--- src/rtl/dram_rfsh_pkg.sv ---
package dram_rfsh_pkg;
  typedef enum logic [1:0] {
    RF_IDLE  = 2'd0,
    RF_LEAD  = 2'd1,
    RF_RASLO = 2'd2,
    RF_PRE   = 2'd3
  } rf_state_e;

  typedef enum logic [1:0] {
    PH_WAIT  = 2'd0,
    PH_BURST = 2'd1,
    PH_RUN   = 2'd2
  } pwr_phase_e;
endpackage

--- src/rtl/rfsh_cycle_fsm.sv ---
module rfsh_cycle_fsm
  import dram_rfsh_pkg::*;
#(
  parameter int unsigned LEAD_CYC    = 1,
  parameter int unsigned RAS_LO_CYC  = 5,
  parameter int unsigned RAS_PRE_CYC = 3,
  parameter int unsigned CAS_PRE_CYC = 1
) (
  input  logic clk_i,
  input  logic rst_ni,
  input  logic start_i,
  output logic idle_o,
  output logic done_o,
  output logic own_o,
  output logic cas_n_o,
  output logic ras_n_o,
  output logic we_n_o
);
  localparam int unsigned PRE_CYC = (RAS_PRE_CYC > CAS_PRE_CYC) ? RAS_PRE_CYC : CAS_PRE_CYC;
  localparam int unsigned MAX_A   = (LEAD_CYC > RAS_LO_CYC) ? LEAD_CYC : RAS_LO_CYC;
  localparam int unsigned MAX_LEN = (MAX_A > PRE_CYC) ? MAX_A : PRE_CYC;
  localparam int unsigned CW      = $clog2(MAX_LEN + 1);

  rf_state_e     state_q, state_d;
  logic [CW-1:0] cnt_q, cnt_d;
  logic [CW-1:0] len_m1;
  logic          last;

  always_comb begin
    unique case (state_q)
      RF_LEAD:  len_m1 = CW'(LEAD_CYC - 1);
      RF_RASLO: len_m1 = CW'(RAS_LO_CYC - 1);
      RF_PRE:   len_m1 = CW'(PRE_CYC - 1);
      default:  len_m1 = '0;
    endcase
  end

  assign last = (cnt_q == len_m1);

  always_comb begin
    state_d = state_q;
    cnt_d   = cnt_q;
    unique case (state_q)
      RF_IDLE: begin
        cnt_d = '0;
        if (start_i) state_d = RF_LEAD;
      end
      RF_LEAD: begin
        cnt_d = last ? '0 : cnt_q + 1'b1;
        if (last) state_d = RF_RASLO;
      end
      RF_RASLO: begin
        cnt_d = last ? '0 : cnt_q + 1'b1;
        if (last) state_d = RF_PRE;
      end
      RF_PRE: begin
        cnt_d = last ? '0 : cnt_q + 1'b1;
        if (last) state_d = RF_IDLE;
      end
      default: state_d = RF_IDLE;
    endcase
  end

  always_ff @(posedge clk_i or negedge rst_ni) begin
    if (!rst_ni) begin
      state_q <= RF_IDLE;
      cnt_q   <= '0;
    end else begin
      state_q <= state_d;
      cnt_q   <= cnt_d;
    end
  end

  assign idle_o  = (state_q == RF_IDLE);
  assign done_o  = (state_q == RF_PRE) && last;
  assign own_o   = (state_q != RF_IDLE);
  // CAS low through lead and RAS-low phases; both rise together into precharge
  assign cas_n_o = !((state_q == RF_LEAD) || (state_q == RF_RASLO));
  assign ras_n_o = (state_q != RF_RASLO);
  assign we_n_o  = 1'b1;
endmodule

--- src/rtl/rfsh_init_seq.sv ---
module rfsh_init_seq
  import dram_rfsh_pkg::*;
#(
  parameter int unsigned WAIT_CYC = 20000,
  parameter int unsigned BURST_N  = 8
) (
  input  logic clk_i,
  input  logic rst_ni,
  input  logic fsm_idle_i,
  input  logic done_i,
  output logic start_o,
  output logic ready_o
);
  localparam int unsigned WW = $clog2(WAIT_CYC + 1);
  localparam int unsigned DW = $clog2(BURST_N + 1);

  pwr_phase_e    phase_q;
  logic [WW-1:0] wcnt_q;
  logic [DW-1:0] dcnt_q;

  always_ff @(posedge clk_i or negedge rst_ni) begin
    if (!rst_ni) begin
      phase_q <= PH_WAIT;
      wcnt_q  <= '0;
      dcnt_q  <= '0;
    end else begin
      unique case (phase_q)
        PH_WAIT: begin
          if (wcnt_q == WW'(WAIT_CYC - 1)) phase_q <= PH_BURST;
          else wcnt_q <= wcnt_q + 1'b1;
        end
        PH_BURST: begin
          if (done_i) begin
            if (dcnt_q == DW'(BURST_N - 1)) phase_q <= PH_RUN;
            else dcnt_q <= dcnt_q + 1'b1;
          end
        end
        default: phase_q <= PH_RUN;
      endcase
    end
  end

  // burst refreshes need no grant: no access can be live before ready
  assign start_o = (phase_q == PH_BURST) && fsm_idle_i;
  assign ready_o = (phase_q == PH_RUN);
endmodule

--- src/rtl/rfsh_interval_timer.sv ---
module rfsh_interval_timer #(
  parameter int unsigned INTERVAL_CYC = 1560,
  parameter int unsigned BACKLOG_MAX  = 7
) (
  input  logic clk_i,
  input  logic rst_ni,
  input  logic run_i,
  input  logic take_i,
  output logic pending_o
);
  localparam int unsigned TW = $clog2(INTERVAL_CYC + 1);
  localparam int unsigned BW = $clog2(BACKLOG_MAX + 1);

  logic [TW-1:0] tcnt_q;
  logic          tick;

  assign tick = run_i && (tcnt_q == TW'(INTERVAL_CYC - 1));

  always_ff @(posedge clk_i or negedge rst_ni) begin
    if (!rst_ni)      tcnt_q <= '0;
    else if (!run_i)  tcnt_q <= '0;
    else if (tick)    tcnt_q <= '0;
    else              tcnt_q <= tcnt_q + 1'b1;
  end

  generate
    if (BACKLOG_MAX == 1) begin : g_flag
      logic flag_q;
      always_ff @(posedge clk_i or negedge rst_ni) begin
        if (!rst_ni)     flag_q <= 1'b0;
        else if (tick)   flag_q <= 1'b1;
        else if (take_i) flag_q <= 1'b0;
      end
      assign pending_o = flag_q;
    end else begin : g_count
      logic [BW-1:0] blog_q;
      always_ff @(posedge clk_i or negedge rst_ni) begin
        if (!rst_ni) begin
          blog_q <= '0;
        end else begin
          unique case ({tick, take_i})
            2'b10: if (blog_q != BW'(BACKLOG_MAX)) blog_q <= blog_q + 1'b1;
            2'b01: if (blog_q != '0) blog_q <= blog_q - 1'b1;
            default: ;
          endcase
        end
      end
      assign pending_o = (blog_q != '0);
    end
  endgenerate
endmodule

--- src/rtl/dram_refresh_sched.sv ---
module dram_refresh_sched #(
  parameter int unsigned WAIT_CYC     = 20000,
  parameter int unsigned BURST_N      = 8,
  parameter int unsigned INTERVAL_CYC = 1560,
  parameter int unsigned BACKLOG_MAX  = 7,
  parameter int unsigned LEAD_CYC     = 1,
  parameter int unsigned RAS_LO_CYC   = 5,
  parameter int unsigned RAS_PRE_CYC  = 3,
  parameter int unsigned CAS_PRE_CYC  = 1
) (
  input  logic clk_i,
  input  logic rst_ni,
  input  logic seq_idle_i,
  input  logic rfsh_gnt_i,
  output logic rfsh_req_o,
  output logic ready_o,
  output logic own_o,
  output logic cas_n_o,
  output logic ras_n_o,
  output logic we_n_o
);
  logic fsm_idle, fsm_done, init_start, pending, accept, start;

  rfsh_init_seq #(
    .WAIT_CYC (WAIT_CYC),
    .BURST_N  (BURST_N)
  ) i_init (
    .clk_i      (clk_i),
    .rst_ni     (rst_ni),
    .fsm_idle_i (fsm_idle),
    .done_i     (fsm_done),
    .start_o    (init_start),
    .ready_o    (ready_o)
  );

  rfsh_interval_timer #(
    .INTERVAL_CYC (INTERVAL_CYC),
    .BACKLOG_MAX  (BACKLOG_MAX)
  ) i_timer (
    .clk_i     (clk_i),
    .rst_ni    (rst_ni),
    .run_i     (ready_o),
    .take_i    (accept),
    .pending_o (pending)
  );

  assign rfsh_req_o = ready_o && pending && fsm_idle;
  assign accept     = rfsh_req_o && rfsh_gnt_i && seq_idle_i;
  assign start      = init_start || accept;

  rfsh_cycle_fsm #(
    .LEAD_CYC    (LEAD_CYC),
    .RAS_LO_CYC  (RAS_LO_CYC),
    .RAS_PRE_CYC (RAS_PRE_CYC),
    .CAS_PRE_CYC (CAS_PRE_CYC)
  ) i_fsm (
    .clk_i   (clk_i),
    .rst_ni  (rst_ni),
    .start_i (start),
    .idle_o  (fsm_idle),
    .done_o  (fsm_done),
    .own_o   (own_o),
    .cas_n_o (cas_n_o),
    .ras_n_o (ras_n_o),
    .we_n_o  (we_n_o)
  );
endmodule

--- config.mk ---
export PLATFORM = sky130hd
export DESIGN_NAME = dram_refresh_sched
export DESIGN_NICKNAME = d
export VERILOG_FILES = /design/src/rtl/dram_rfsh_pkg.sv /design/src/rtl/rfsh_cycle_fsm.sv /design/src/rtl/rfsh_init_seq.sv /design/src/rtl/rfsh_interval_timer.sv /design/src/rtl/dram_refresh_sched.sv
export SDC_FILE = /design/constraint.sdc
export NUM_CORES = 1
export LEC_CHECK = 0
export BUFFER_PORTS_ARGS = -buffer_cell sky130_fd_sc_hd__buf_2
export CAP_MARGIN = 20
export CORE_MARGIN = 5
export CORE_UTILIZATION = 54
export CTS_CLUSTER_DIAMETER = 60
export DETAILED_ROUTE_END_ITERATION = 8
export GPL_TIMING_DRIVEN = 1
export HOLD_SLACK_MARGIN = 0.08
export PLACE_DENSITY = 0.79
export SKIP_LAST_GASP = 1
export SLEW_MARGIN = 10
export SYNTH_ARGS = -nofsm -noshare
export SYNTH_HDL_FRONTEND = slang
export SYNTH_SLANG_ARGS = --single-unit
--- constraint.sdc ---
create_clock -name clk_i -period 2.5 [get_ports clk_i]
set_input_delay 0.125 -clock clk_i [delete_from_list [all_inputs] [get_ports clk_i]]
set_output_delay 0.125 -clock clk_i [all_outputs]
set_load 0.02 [all_outputs]
==> flow_metrics.py, run 1 <==
metrics = {
    "status": {
        "status": "finished clean",
    },
    "cells_and_area": {
        "areaGrowthSynthToFinish_pct": 13.7,
        "final_area_mm2": 0.00234,
        "final_cell_mix": "dfrtp_1, nor2_1, xnor2_1",
        "drive_gt1_share_pct": 17.6,
        "seq_area_mm2": 0.00100,
        "antenna_cells": 0,
        "multi_input_comb_area_mm2": 0.00100,
        "fill_cells": 312,
        "final_util_pct": 63.5,
        "mostFrequentLayoutCell": "dfrtp_1",
        "finalNetCount": 234,
    },
    "clock_tree": {
        "htreeDepth": 2,
        "cts_tree": "yes",
        "clock_latency_ns": 0.29,
        "cts_buffers": 5,
        "cts_buffer_depth": 2,
        "root_buffer": "clkbuf_8",
        "clkSinkCount": 40,
        "cts.clk_slew.worst_paths_ns": 0.08,
    },
    "detailed_routing": {
        "first_iter_violations": 134,
        "routed_wirelength_mm": 3.72,
        "ant_nets": 0,
        "drc": 0,
        "drt-wirelength-per-cell_um": 13.8,
        "vias": 1464,
        "drtPass1Iterations": 4,
        "viasPerCell": 5.44,
    },
    "timing": {
        "fmax_mhz": 421,
        "layout_min_cycle_time_ns": 2.38,
        "fin_skew_ns": 0.00308,
        "max_slew_margin_pct": 42.3,
        "hold_violations": 0,
        "final_max_slew_viol_count": 0,
        "setup_violations": 0,
        "tns_ns": 0,
        "holdWs_ns": 0.467,
        "worstMarginPinSlew_ns": 0.866,
        "period_share_pct": 95.0,
    },
    "floorplan": {
        "die_h_um": 71.8,
        "die_area_mm2": 0.00515,
        "core-area_mm2": 0.00369,
        "rows": 22,
        "die_w_um": 71.8,
        "pin_count": 10,
        "start_util_pct": 55.9,
    },
    "yosys": {
        "yosysTopAreaCellShare_pct": 48.6,
        "netlist_top_cells_area": "dfrtp_1, xnor2_1, ha_1",
        "syn_nets": 214,
        "syn-cell-area_mm2": 0.00206,
        "yosysTopAreaCell": "dfrtp_1",
        "post_synth_num_cell_types": 41,
        "synthesis.area_per_instance_um2": 10.3,
        "synth.yosys.seq_area_share_pct": 48.6,
        "syn_inst": 200,
        "ys.flop_type": "dfrtp_1",
        "synth-edff-count": 0,
        "synth_seq_cells": 40,
        "yosysWarnings": 0,
        "synthArstFlopShare_pct": 100,
    },
    "global_route": {
        "grt_pass1_wl_mm": 6.74,
        "grt_pass1_vias": 1496,
        "antenna_found_initial": 0,
        "grt_max_degree": 41,
        "grt_use_total_pct": 16.9,
        "overflow": 0,
    },
    "worst_setup_path": {
        "worstSetupEndpointType": "flop",
        "start_kind": "flop",
        "setup.worst_path.class": "flop to flop",
        "arrival_ns": 2.57,
        "crit_path_max_fanout": 4,
        "required_ns": 2.70,
    },
    "flow_run": {
        "cap_viol_max_count": 0,
    },
    "placed_design": {
        "placed_cell_area_mm2": 0.00216,
        "gp_congestion": 0.774,
        "dp_hpwl_mm": 2.45,
        "port_buffers": 8,
    },
    "hold_path": {
        "hold_path_class": "primary input to flop",
    },
    "power_and_ir_drop": {
        "p_leak_nw": 1.09,
        "peakVddDrop_mv": 0.324,
        "p_per_area_mw_per_mm2": 534,
    },
}
[critical path, stage by stage, from the launching register on]
cell and delay, ns:
dfrtp_1 0.41, inv_2 0.08, ha_2 0.18, inv_2 0.05
or4_4 0.43, nor2b_4 0.16, inv_1 0.07, fa_2 0.48
nand3_1 0.08, o21ai_0 0.08, a221oi_1 0.25
[cell usage after synthesis (3+ instances only)]
master,instances
nand3_1,12
nand4_1,10
a21oi_1,3
ha_1,9
and3_1,5
o21ai_0,4
nor2_1,23
nor3_1,5
nand2_1,16
xor2_1,10
xnor2_1,19
inv_1,12
dfrtp_1,40
[registers in the layout, summed over array words and instances (netlist names)]
register	count
i_init.wcnt_q	15
i_timer.tcnt_q	11
i_init.dcnt_q	4
i_fsm.cnt_q	3
i_timer.g_count.blog_q	3
i_fsm.state_q	2
i_init.phase_q	2
[where the power goes]
group / leakage (nW) / switching [mW] / internal (mW)
sequential: 0.537 / 0.00317 / 0.648
combinational: 0.490 / 0.0171 / 0.00610
clock: 0.0645 / 0.225 / 0.352
[repair_timing]
action	4_1_cts	5_1_grt
setup endpoints to repair	1	2
hold buffers	1	0
endpoints found under the hold margin	40	0
pin swaps	1	4
buffers inserted	3	3
gates cloned	0	0
gates resized for setup	0	1
[layer usage]
layer / wire, um / global-route usage, % / up-vias
met1: 1790 / 21.6 / 710
met2: 1750 / 26.2 / 19
met5: 0 / 0 / -
met4: 74 / 7.52 / 0
met3: 104 / 5.19 / 10
li1: - / - / 725
[final cells by class]
class                           count  share of cell area (%)
Clock buffer                        7                    4.11
Clock inverter                      1                    1.28
Inverter                           12                    1.92
Multi-Input combinational cell    144                    42.7
Sequential cell                    40                    42.7
Tap cell                           48                    2.56
Timing Repair Buffer               17                    4.70
[per-stage QoR]
| step | total power [mW] | instances | worst slack, ns |
|---|---|---|---|
| 2_1_floorplan | 0.673 | 200 | 0.0293 |
| 3_3_place_gp | 0.687 | 254 | 0.116 |
| 3_5_place_dp | 0.687 | 254 | 0.0156 |
| 4_1_cts | 1.27 | 266 | 0.00765 |
| 5_1_grt | 1.31 | 269 | -0.0488 |
| 6_report | 1.25 | 269 | 0.124 |
[worst paths after layout]
check | end | slack [ns] | startpoint | depth (start not counted)
hold reg to reg | i_init.wcnt_q[4] | 0.48 | i_init.wcnt_q[4] | 1
max in group asynchronous | i_timer.tcnt_q[7] | 1.48 | rst_ni | 2
setup / recovery | i_timer.g_count.blog_q[1] | 0.12 | i_fsm.state_q[1] | 10
hold / removal | i_timer.g_count.blog_q[2] | 0.47 | rfsh_gnt_i | 6
setup reg to reg | i_timer.g_count.blog_q[1] | 0.12 | i_fsm.state_q[1] | 10
min in group asynchronous | i_timer.g_count.blog_q[1] | 0.48 | rst_ni | 2
[kinds of logic after synthesis]
logic type | share of synthesized area [%]
compound gates | 4.25
buf+inv | 3.64
flops | 48.6
fa+ha+maj | 6.44
other cells | 0.182
xor+xnor | 12.3
simple gates | 23.0
mux | 1.58
Power figures use the tool's default switching activity.
==> run 2, diff against run 1 <==
==> constraint.sdc (replaced) <==
create_clock -name clk_i -period 2.5 [get_ports clk_i]
set_input_delay 0.25 -clock clk_i [delete_from_list [all_inputs] [get_ports clk_i]]
set_output_delay 0.25 -clock clk_i [all_outputs]
set_load 0.02 [all_outputs]
==> run 2 against run 1 <==
Effect of this change: final cell count shrank 0.37%; die area did not move; wire length down 0.16%; clock power barely moved; sequential share of layout area grew 0.18 points; flip-flop and latch count unchanged; sequential power hardly changed; fmax is the same; worst setup slack did not move; clock skew is essentially flat; hold slack got worse by 0.40 ns; critical endpoint unchanged; largest cell class unchanged; largest power group unchanged; highest routed layer unchanged.
==> flow_metrics.py, run 2 (same netlist as run 1, synthesis figures left out) <==
metrics = {
    "status": {
        "status": "finished clean",
    },
    "cells_and_area": {
        "largest_reg_flops": 15,
        "final_cell_mix": "dfrtp_1, nor2_1, xnor2_1",
        "drive_gt1_share_pct": 17.7,
        "areaGrowthSynthToFinish_pct": 13.2,
        "top_register": "i_init.wcnt_q",
        "mostFrequentLayoutCell": "dfrtp_1",
        "finalNetCount": 233,
        "fill_cells": 313,
        "layoutNonFillerInstCount": 268,
        "reg.largest.list": "i_init.wcnt_q: 15 flops, i_timer.tcnt_q: 11 flops, i_init.dcnt_q: 4 flops",
        "final_area_mm2": 0.00233,
        "antenna_cells": 0,
        "final_util_pct": 63.3,
    },
    "detailed_routing": {
        "routed_wirelength_mm": 3.71,
        "vias": 1458,
        "ant_nets": 0,
        "drc": 0,
        "drt-wirelength-per-cell_um": 13.9,
        "first_iter_violations": 91,
        "viasPerCell": 5.44,
        "drtPass1Iterations": 4,
    },
    "worst_setup_path": {
        "crit_path_max_fanout": 4,
        "required_ns": 2.70,
        "arrival_ns": 2.57,
        "worstSetupEndpointType": "flop",
        "setup.worst_path.class": "flop to flop",
        "start_kind": "flop",
    },
    "clock_tree": {
        "clock_latency_ns": 0.29,
        "root_buffer": "clkbuf_8",
        "htreeDepth": 2,
        "clkSinkCount": 40,
        "cts.clk_slew.worst_paths_ns": 0.08,
        "cts_buffer_depth": 2,
        "hold_buffers": 0,
        "cts_tree": "yes",
        "cts_buffers": 5,
    },
    "timing": {
        "layout_min_cycle_time_ns": 2.38,
        "fin_skew_ns": 0.00308,
        "period_share_pct": 95.0,
        "tns_ns": 0,
        "max_slew_margin_pct": 42.3,
        "fmax_mhz": 421,
        "setup_violations": 0,
        "hold_violations": 0,
        "worstMarginPinSlew_ns": 0.866,
        "holdWs_ns": 0.0629,
        "final_max_slew_viol_count": 0,
        "fin_ws_ns": 0.124,
    },
    "global_route": {
        "grt_pass1_vias": 1484,
        "antenna_found_initial": 0,
        "overflow": 0,
        "grt_pass1_wl_mm": 6.71,
        "grt_use_total_pct": 16.8,
        "grt_max_degree": 41,
    },
    "floorplan": {
        "die_h_um": 71.8,
        "die_area_mm2": 0.00515,
        "core-area_mm2": 0.00369,
        "start_util_pct": 55.9,
        "die_w_um": 71.8,
        "rows": 22,
        "pin_count": 10,
    },
    "flow_run": {
        "cap_viol_max_count": 0,
    },
    "power_and_ir_drop": {
        "switching_share_pct": 19.6,
        "total_power_mw": 1.25,
        "p_comb_share_pct": 1.8,
        "p_per_area_mw_per_mm2": 536,
        "p_leak_nw": 1.09,
        "peakVddDrop_mv": 0.324,
        "p_int_mw": 1.01,
        "power_switching_mw": 0.245,
        "clockPowerShare_pct": 46.2,
        "seq_power_share_pct": 52.1,
    },
    "hold_path": {
        "hold_path_class": "primary input to async pin",
    },
    "placed_design": {
        "dp_hpwl_mm": 2.45,
        "placed_cell_area_mm2": 0.00216,
        "dpl_worst_slack_ns": 0.0156,
        "gp_congestion": 0.774,
        "port_buffers": 8,
        "place_inst": 254,
    },
}
run 2: changes by cell type in the layout (fill, tap and decap cells not counted):
cell | previous run | this run
dlygate4sd3_1 | 1 | 0
run 2: worst max-delay path, stage by stage (launching register included):
cell and delay [ns]:
dfrtp_1 0.41, inv_2 0.08, ha_2 0.18, inv_2 0.05
or4_4 0.43, nor2b_4 0.16, inv_1 0.07, fa_2 0.48
nand3_1 0.08, o21ai_0 0.08, a221oi_1 0.25
run 2: final timing paths:
| check | slack (ns) | to | cells past startpoint | startpoint |
|---|---|---|---|---|
| worst max-delay path | 0.12 | i_timer.g_count.blog_q[1] | 10 | i_fsm.state_q[1] |
| worst min-delay path | 0.06 | i_timer.g_count.blog_q[1] | 1 | rst_ni |
| worst max register to register | 0.12 | i_timer.g_count.blog_q[1] | 10 | i_fsm.state_q[1] |
| worst min register to register | 0.48 | i_init.wcnt_q[4] | 1 | i_init.wcnt_q[4] |
| max in group asynchronous | 1.89 | i_timer.tcnt_q[7] | 1 | rst_ni |
| min in group clk_i | 0.48 | i_init.wcnt_q[4] | 1 | i_init.wcnt_q[4] |
run 2: repair_timing:
action	CTS	global route
pin swaps	1	4
setup buffers	3	3
setup endpoints to repair	1	2
resized for setup	0	1
run 2: final cells by class:
| class | count | area (um2) | area share, % |
|---|---|---|---|
| timing repair buffer | 16 | 100 | 4.29 |
| clock buffer | 7 | 96.3 | 4.13 |
| clock inverter | 1 | 30.0 | 1.29 |
| tap | 48 | 60.1 | 2.57 |
| inverter | 12 | 45.0 | 1.93 |
| multi-input combinational | 144 | 1000 | 42.9 |
| sequential | 40 | 1000 | 42.9 |
run 2: per-layer routing:
metal	track usage, %	part of all wire (%)	vias up
met4	7.52	2.0	0
met2	26.0	47	19
met3	5.19	3.0	10
met1	21.6	48	707
met5	0	0	-
li1	-	-	722
run 2: power by group through the flow:
| stage | Combinational, mW | Clock, mW | Sequential (mW) |
|---|---|---|---|
| 2_1_floorplan | 0.0110 | 0 | 0.662 |
| 3_3_place_gp | 0.0225 | 0 | 0.664 |
| 3_5_place_dp | 0.0232 | 0 | 0.664 |
| 4_1_cts | 0.0234 | 0.591 | 0.651 |
| 5_1_grt | 0.0271 | 0.625 | 0.652 |
| 6_report | 0.0221 | 0.577 | 0.651 |
==> run 3, diff against run 2 <==
--- a/config.mk
+++ b/config.mk
@@ -8,12 +8,12 @@
 export BUFFER_PORTS_ARGS = -buffer_cell sky130_fd_sc_hd__buf_2
 export CAP_MARGIN = 20
 export CORE_MARGIN = 5
-export CORE_UTILIZATION = 54
+export CORE_UTILIZATION = 64
 export CTS_CLUSTER_DIAMETER = 60
 export DETAILED_ROUTE_END_ITERATION = 8
 export GPL_TIMING_DRIVEN = 1
 export HOLD_SLACK_MARGIN = 0.08
-export PLACE_DENSITY = 0.79
+export PLACE_DENSITY = 0.88
 export SKIP_LAST_GASP = 1
 export SLEW_MARGIN = 10
 export SYNTH_ARGS = -nofsm -noshare
==> constraint.sdc (replaced) <==
create_clock -name clk_i -period 2.95 [get_ports clk_i]
set_input_delay 0.295 -clock clk_i [delete_from_list [all_inputs] [get_ports clk_i]]
set_output_delay 0.295 -clock clk_i [all_outputs]
set_load 0.02 [all_outputs]
==> run 3 against run 2 <==
Effect of this change: first-iteration DRC count is 74% higher; power is 19% lower; sequential share of layout area is 1.7 points higher; wire length is 0.11% higher; clock-buffer cell count is 2 lower; non-clock buffer count is 6 lower; register-to-register slack worse by 0.08 ns; flip-flop and latch count stayed put; sequential power is 15% lower; largest cell class unchanged; highest routed layer unchanged.
==> flow_metrics.py, run 3 (same netlist as run 1, synthesis figures left out) <==
metrics = {
    "placed_design": {
        "gp_congestion": 0.801,
        "dp_hpwl_mm": 2.60,
        "place_inst": 248,
        "port_buffers": 8,
        "dpl_worst_slack_ns": 0.0638,
    },
    "global_route": {
        "gr-usage-met3_pct": 5.73,
        "overflow": 0,
        "grt_max_degree": 41,
        "grt_use_total_pct": 19.6,
        "top_usage_layer": "met2",
        "antenna_found_initial": 0,
        "grt_pass1_vias": 1522,
        "grt_pass1_wl_mm": 6.54,
        "grtUsageMet1_pct": 22.7,
        "grtUsageMet2_pct": 32.9,
    },
    "detailed_routing": {
        "routed_wirelength_mm": 3.72,
        "drtPass1Iterations": 4,
        "vias": 1478,
        "first_iter_violations": 158,
        "drt-wirelength-per-cell_um": 14.5,
        "ant_nets": 0,
        "drc": 0,
        "viasPerCell": 5.75,
    },
    "cells_and_area": {
        "finalNetCount": 227,
        "antenna_cells": 0,
        "reg.largest.list": "i_init.wcnt_q: 15 flops, i_timer.tcnt_q: 11 flops, i_init.dcnt_q: 4 flops",
        "top_register": "i_init.wcnt_q",
        "layoutNonFillerInstCount": 257,
        "final_cell_mix": "dfrtp_1, nor2_1, xnor2_1",
        "areaGrowthSynthToFinish_pct": 8.99,
        "mostFrequentLayoutCell": "dfrtp_1",
        "largest_reg_flops": 15,
        "drive_gt1_share_pct": 12.7,
        "final_util_pct": 73.0,
    },
    "timing": {
        "fin_skew_ns": 0.0122,
        "hold_violations": 0,
        "fmax_mhz": 344,
        "final_max_slew_viol_count": 0,
        "layout_min_cycle_time_ns": 2.91,
        "worstMarginPinSlew_ns": 0.856,
        "setup_violations": 0,
        "fin_ws_ns": 0.0449,
        "period_share_pct": 98.5,
        "max_slew_margin_pct": 42.9,
    },
    "clock_tree": {
        "cts_tree": "yes",
        "htreeDepth": 2,
        "cts_buffer_depth": 2,
        "clock_latency_ns": 0.36,
        "cts_buffers": 5,
        "clkSinkCount": 40,
        "root_buffer": "clkbuf_4",
        "cts.clk_slew.worst_paths_ns": 0.12,
    },
    "power_and_ir_drop": {
        "total_power_mw": 1.01,
        "peakVddDrop_mv": 0.325,
        "p_leak_nw": 1.05,
        "p_per_area_mw_per_mm2": 449,
    },
    "worst_setup_path": {
        "required_ns": 3.22,
        "arrival_ns": 3.18,
        "cp_num_buf_inv": 3,
        "worstSetupEndpointType": "flop",
        "critPathMaxStageDelay_ns": 0.61,
        "setup.worst_path.class": "flop to flop",
        "cpMostUsedCell": "inv_1",
        "crit_path_max_fanout": 9,
        "crit_path_top_delay_cell": "or4_4",
        "start_kind": "flop",
        "crit_chain": "inv_1 > ha_1 > inv_1 > or4_4 > nor2b_4 > inv_1 > fa_1 > nor3b_2 > a211oi_1 > a311oi_1",
        "crit_family": "simple AND/OR/NAND/NOR gates",
    },
    "floorplan": {
        "die_w_um": 66.7,
        "core-area_mm2": 0.00308,
        "die_h_um": 66.7,
        "pin_count": 10,
        "rows": 20,
        "die_area_mm2": 0.00445,
        "start_util_pct": 67.0,
    },
    "flow_run": {
        "cap_viol_max_count": 0,
    },
    "status": {
        "status": "finished clean",
    },
    "hold_path": {
        "hold_path_class": "flop to flop",
    },
}
## run 3: changes by cell type in the layout (fill, tap and decap cells not counted), moves of 2 or more
cell / delta
clkbuf_4: +5
buf_4: -7
inv_2: -2
clkbuf_8: -7
inv_1: +2
## run 3: layout make-up
class / count / area (um2)
Inverter: 12 / 45.0
Timing Repair Buffer: 10 / 57.6
Sequential cell: 40 / 1000
Tap cell: 44 / 55.1
Fill cell: 206 / 832
Clock buffer: 5 / 37.5
Multi-Input combinational cell: 144 / 990
Clock inverter: 2 / 60.1
## run 3: worst paths after layout
check	from	slack, ns	endpoint	depth (start not counted)
worst max register to register	i_fsm.state_q[0]	0.04	i_timer.g_count.blog_q[2]	10
min in group asynchronous	rst_ni	0.56	i_timer.g_count.blog_q[2]	2
max in group asynchronous	rst_ni	1.84	i_init.wcnt_q[14]	2
worst max-delay path	i_fsm.state_q[0]	0.04	i_timer.g_count.blog_q[2]	10
worst min register to register	i_init.wcnt_q[14]	0.48	i_init.wcnt_q[14]	1
worst min-delay path	i_init.wcnt_q[14]	0.48	i_init.wcnt_q[14]	1
## run 3: where the power goes
group | switching (mW) | internal (mW)
clock network | 0.177 | 0.259
logic | 0.0152 | 0.00520
registers | 0.00284 | 0.549
total | 0.195 | 0.814
## run 3: per-layer routing
metal	wire, um	vias to the layer above
met5	0	-
met4	107	0
met3	191	14
met2	1860	46
met1	1560	705
li1	-	713
## run 3: timing repair
action	in CTS	in global routing
hold buffers	1	0
resized for setup	0	2
setup buffers	0	1
endpoints found under the hold margin	18	0
setup endpoints to repair	0	1
## run 3: metrics by stage
| step | cell area (um2) | TNS [ns] | hold slack [ns] |
|---|---|---|---|
| 6_report | 2250 | 0 | 0.480 |
| 5_1_grt | 2250 | -0.106 | 0.515 |
| 4_1_cts | 2230 | 0 | 0.478 |
| 3_5_place_dp | 2130 | 0 | 0.448 |
| 3_3_place_gp | 2130 | 0 | 0.425 |
| 2_1_floorplan | 2060 | 0 | -0.000591 |
